**src/rtl/xbus_seq.sv**
```systemverilog
module xbus_seq #(
  parameter int AW = 16,
  parameter int DW = 8,
  parameter int INT_CODE_BYTES = 4096,
  parameter int CYC = 6,
  parameter int ALE_LEN = 2,
  parameter int ADDR_LEN = 3
) (
  input  logic          clk,
  input  logic          rst,
  input  logic          ea,
  input  logic          req_start,
  input  logic [1:0]    req_kind,
  input  logic [AW-1:0] req_addr,
  input  logic [DW-1:0] req_wdata,
  output logic [DW-1:0] rsp_rdata,
  output logic          rsp_done,
  output logic [DW-1:0] bus_ad_out,
  output logic          bus_ad_oe,
  input  logic [DW-1:0] bus_ad_in,
  output logic [AW-DW-1:0] bus_ahi,
  output logic          bus_ale,
  output logic          bus_pse_n,
  output logic          bus_rd_n,
  output logic          bus_wr_n
);
  localparam int PW = $clog2(CYC);
  localparam logic [1:0] K_FETCH = 2'd0;
  localparam logic [1:0] K_WRITE = 2'd2;
  localparam logic [AW:0] INT_LIM = (AW+1)'(INT_CODE_BYTES);

  logic [PW-1:0] ph;
  logic          busy, act, done_q;
  logic [1:0]    kind_q;
  logic [AW-1:0] addr_q;
  logic [DW-1:0] wd_q, rd_q;

  wire last      = (ph == PW'(CYC-1));
  wire int_hit   = ea && (req_kind == K_FETCH) && ({1'b0, req_addr} < INT_LIM);
  wire data_half = act && (ph >= PW'(ADDR_LEN));
  wire is_fetch  = (kind_q == K_FETCH);
  wire is_write  = (kind_q == K_WRITE);

  always_ff @(posedge clk) begin
    if (rst) begin
      ph     <= '0;
      busy   <= 1'b0;
      act    <= 1'b0;
      done_q <= 1'b0;
      kind_q <= '0;
      addr_q <= '0;
      wd_q   <= '0;
      rd_q   <= '0;
    end else begin
      ph     <= last ? '0 : ph + 1'b1;
      done_q <= 1'b0;
      if (req_start && !busy) begin
        kind_q <= req_kind;
        addr_q <= req_addr;
        wd_q   <= req_wdata;
        if (int_hit) done_q <= 1'b1;
        else         busy   <= 1'b1;
      end
      if (busy && !act && last) act <= 1'b1;
      if (act && last) begin
        act    <= 1'b0;
        busy   <= 1'b0;
        done_q <= 1'b1;
        if (!is_write) rd_q <= bus_ad_in;
      end
    end
  end

  assign bus_ale    = !rst && (ph < PW'(ALE_LEN));
  assign bus_pse_n  = !(data_half && is_fetch);
  assign bus_rd_n   = !(data_half && !is_fetch && !is_write);
  assign bus_wr_n   = !(data_half && is_write);
  assign bus_ad_oe  = act && (!data_half || is_write);
  assign bus_ad_out = data_half ? wd_q : addr_q[DW-1:0];
  assign bus_ahi    = addr_q[AW-1:DW];
  assign rsp_rdata  = rd_q;
  assign rsp_done   = done_q;

  wire any_strobe = !bus_pse_n || !bus_rd_n || !bus_wr_n;

  assert_strobe_excl_R11: assert property (@(posedge clk) disable iff (rst)
    $countones({!bus_pse_n, !bus_rd_n, !bus_wr_n}) <= 1);

  assert_ale_width_R2: assert property (@(posedge clk) disable iff (rst)
    (bus_ale && $past(bus_ale)) |=> !bus_ale);

  assert_strobe_after_latch_R3: assert property (@(posedge clk) disable iff (rst)
    $rose(any_strobe) |-> !bus_ale);

  assert_read_release_R6: assert property (@(posedge clk) disable iff (rst)
    !bus_rd_n |-> !bus_ad_oe);

  assert_write_stable_R7: assert property (@(posedge clk) disable iff (rst)
    (!bus_wr_n && $past(!bus_wr_n)) |-> (bus_ad_oe && $stable(bus_ad_out)));

  assert_ahi_hold_R4: assert property (@(posedge clk) disable iff (rst)
    (any_strobe && $past(any_strobe)) |-> $stable(bus_ahi));

  assert_done_single_R10: assert property (@(posedge clk) disable iff (rst)
    rsp_done |=> !rsp_done);
endmodule

```
**config.mk**
```make
export PLATFORM = sky130hd
export DESIGN_NAME = xbus_seq
export DESIGN_NICKNAME = d
export VERILOG_FILES = /design/src/rtl/xbus_seq.sv
export SDC_FILE = /design/constraint.sdc
export NUM_CORES = 1
export LEC_CHECK = 0
export BUFFER_PORTS_ARGS = -buffer_cell sky130_fd_sc_hd__buf_2
export CAP_MARGIN = 20
export CORE_MARGIN = 2
export CORE_UTILIZATION = 41
export CTS_CLUSTER_SIZE = 8
export DETAILED_ROUTE_END_ITERATION = 7
export MAX_ROUTING_LAYER = met4
export PLACE_DENSITY = 0.79
export RECOVER_POWER = 25
export SLEW_MARGIN = 25
export SYNTH_ARGS = -nofsm -noshare
export SYNTH_HDL_FRONTEND = slang
export SYNTH_SLANG_ARGS = --single-unit
```
**constraint.sdc**
```tcl
create_clock -name clk -period 1.85 [get_ports clk]
set_clock_uncertainty 0.2 [all_clocks]
set_input_delay 0.2775 -clock clk [delete_from_list [all_inputs] [get_ports clk]]
set_output_delay 0.2775 -clock clk [all_outputs]
set_load 0.01 [all_outputs]
```
==> run_results.csv <==
group,metric,value,unit
status,outcome,"finished with violations",
status,violations,"setup timing",
power_and_ir_drop,clkPwrFrac,0.388,
timing,hold_viol,0,
cells_and_area,num_antenna_cells,0,
clock_network,clk_latency,0.28,ns
synth,synth_edf_count,0,
placed_design,gp_congestion,0.717,
synth,synth_commonest_cells,"nand2_1 (56), dfxtp_1 (40), a21oi_1 (27), nand2b_1 (19), buf_4 (9)",
power_and_ir_drop,p_leak,1.01,nW
timing,worst_pin_slew,0.407,ns
clock_network,cts.hold.buffers_added,0,
placed_design,io_buffers,67,
power_and_ir_drop,irDropWorstVdd,0.673,mV
timing,setup_viol,12,
synth,synth_area,0.00174,mm2
global_route,grt_pass1_vias,1505,
clock_network,cts.sinks,40,
timing,finalWorstSetupSlack,-0.471,ns
clock_network,cts_tree,"done",
route,vias,1509,
route,wl_met1,1.60,mm
power_and_ir_drop,comb_power_share,0.135,
timing,fin_setup_tns,-4.36,ns
route,wirelength,3.74,mm
cells_and_area,nFillCells,400,
worst_setup_path,reg2regPathDepth,6,
synth,synth.avg_cell_area,8.56,um2
global_route,antenna_found_initial,0,
clock_network,cts_max_path_buffers,2,
power_and_ir_drop,seqPwrFrac,0.477,
global_route,grt-ovfl-total,0,
worst_setup_path,r2r_start,"ph[1]",
global_route,grt_pass1_wl,6.67,mm
floorplanning,core_area,0.00403,mm2
floorplanning,pin_count,68,
worst_setup_path,r2r_end,"rsp_rdata[6]",
route,drtIter0Drc,83,
cells_and_area,multi_input_area,886,um2
worst_setup_path,arrival,1.84,ns
synth,ys_seq_area_frac,0.461,
cells_and_area,layout.nets,309,
route,firstDrtPassIters,4,
power_and_ir_drop,p_per_area,828,mW/mm2
placed_design,post-dp-hpwl,2.78,mm
run,drv_cap,0,
floorplanning,start_util,0.431,
floorplanning,num_rows,23,
cells_and_area,drive_above_1_share,0.349,
synth,synth_ff_type,"dfxtp_1",
route,wl_per_cell,11.7,um
route,antenna_left,0,
cells_and_area,final-seq-area,805,um2
synth,yosys-top-cells-area,"dfxtp_1 (46%), nand2_1 (12%), a21oi_1 (7.8%)",
synth,yosysUniqueCellTypes,25,
clock_network,ctsRootBufferMaster,"clkbuf_8",
timing,drv_slew,0,
power_and_ir_drop,p_sw,0.431,mW
min_path,holdPathStages,3,
clock_network,cts_max_level,2,
floorplanning,die_w,69.1,um
timing,fin_crit,2.32,ns
synth,synth_top_area_share,0.461,
floorplanning,die_h,69.1,um
synth,synth_seq_cells,40,
clock_network,clk_pin_slew,0.07,ns
route,vias_per_cell,4.73,
timing,rsz0062_at_grt,"true",
worst_setup_path,critPathMaxFanout,9,
timing,fin_crit_sh,1.25,
worst_setup_path,r2r_slack,0.12,ns
timing,slew_headroom,0.729,
route,route.met2.wl,1.89,mm
min_path,hold_start,"req_addr[0]",
worst_setup_path,crit_type,"register to output port",
route,drcViolationCount,0,
cells_and_area,syn_to_final_growth,35.3,%
worst_setup_path,crit_path_start_kind,"register",
route,highest-signal-layer,"met4",
worst_setup_path,required,1.37,ns
synth,netlist_instances,203,
timing,timing.fmax,431,MHz
min_path,min_to,"addr_q[0]",
synth,yosysMostFrequentCell,"nand2_1",
route,dr_wl_met3,206,um
power_and_ir_drop,p_int,1.52,mW
clock_network,numCtsBuffers,5,
floorplanning,dieArea,0.00478,mm2
synth,yosys_warnings,0,
synth,async_reset_ff_frac,0,
power_and_ir_drop,power_switching_share,0.221,
timing,whs,0.0242,ns
synth,synth_top_area_cell,"dfxtp_1",
global_route,grt_max_degree,27,
worst_setup_path,cp-end-kind,"output port",
synth,synthesis.nets,244,
min_path,min_path_type,"primary input to register",
global_route,grt_use_total,0.175,
==> placed cells by master (no fill, tap or decap), types with 2 or more instances in the layout <==
cell and count:
nand2_1 56, buf_2 50, dfxtp_1 37, a21oi_1 27
nand2b_1 18, clkbuf_1 10, buf_4 9, mux2_4 8
mux2i_1 8, buf_6 8, clkbuf_8 7, nor2_1 4
dfxtp_2 3, inv_1 2, nor2b_1 2, nand3b_1 2
ha_4 2
==> registers in the layout, indices dropped and copies added, names as in the netlist <==
register   count
rsp_rdata      8
rsp_done       1
act            1
kind_q         2
addr_q        16
busy           1
ph             3
wd_q           8
==> how the worst max path moves through the flow <==
| stage | from | endpoint | slack, ns | cells past startpoint |
|---|---|---|---|---|
| 2_1_floorplan | ph[0] | bus_ad_out[0] | -0.04 | 6 |
| 3_3_place_gp | ph[0] | bus_ad_out[3] | -0.15 | 7 |
| 3_5_place_dp | ph[0] | bus_ad_out[3] | -0.19 | 7 |
| 4_1_cts | ph[0] | bus_ad_out[5] | -0.48 | 7 |
| 5_1_grt | ph[0] | bus_ad_out[7] | -0.54 | 7 |
| 6_report | ph[0] | bus_ad_out[4] | -0.47 | 7 |
==> power groups by stage <==
stage,Clock (mW),Sequential [mW],Combinational [mW]
after floorplan,0,0.946,0.154
after CTS,0.776,0.930,0.271
final,0.755,0.930,0.264
after global routing,0.826,0.937,0.296
after detailed placement,0,0.950,0.248
after global placement,0,0.947,0.243
==> metal layers <==
metal,vias to the layer above,GRT usage
li1,782,-
met1,678,0.199
met2,42,0.301
met3,7,0.0409
met4,0,0.0632
met5,-,-
==> cells by family after synthesis <==
group                    after synthesis  synth area share
AND/OR/NAND/NOR                       91             0.251
flip-flops                            40             0.461
AO/OA/AOI/OAI                         31            0.0972
buffers and inverters                 22            0.0713
multiplexers                          16            0.0979
adder cells (fa/ha/maj)                3            0.0216
==> worst max-delay path, stage by stage (launching register included) <==
cell and delay, ns:
dfxtp_2 0.34, ha_4 0.16, ha_4 0.15, a211oi_4 0.16, nand2b_4 0.17, buf_12 0.14
mux2_4 0.31, buf_6 0.12
==> through the flow <==
step / worst slack, ns / util / power (mW) / instances / cell area, um2
final: -0.471 / 0.584 / 1.95 / 319 / 2350
after global routing: -0.543 / 0.584 / 2.06 / 319 / 2350
after CTS: -0.477 / 0.589 / 1.98 / 320 / 2370
after detailed placement: -0.185 / 0.540 / 1.20 / 311 / 2180
after global placement: -0.150 / 0.540 / 1.19 / 311 / 2180
after floorplan: -0.0404 / - / 1.10 / 203 / 1800
==> repair_timing <==
| item | 4_1_cts | 5_1_grt |
|---|---|---|
| setup endpoints to repair | 12 | 12 |
| pin swaps | 1 | 1 |
| hold endpoints to repair | 0 | 0 |
| gates resized for setup | 10 | 1 |
| setup buffers | 3 | 0 |
==> area by class of cell <==
| cell class | count | area share |
|---|---|---|
| Tap cell | 50 | 0.0266 |
| Sequential cell | 40 | 0.342 |
| Clock buffer | 7 | 0.0410 |
| Inverter | 2 | 0.00319 |
| Multi-Input combinational cell | 141 | 0.377 |
| Timing Repair Buffer | 78 | 0.198 |
| Clock inverter | 1 | 0.0128 |
(Power assumes the default switching activity.)
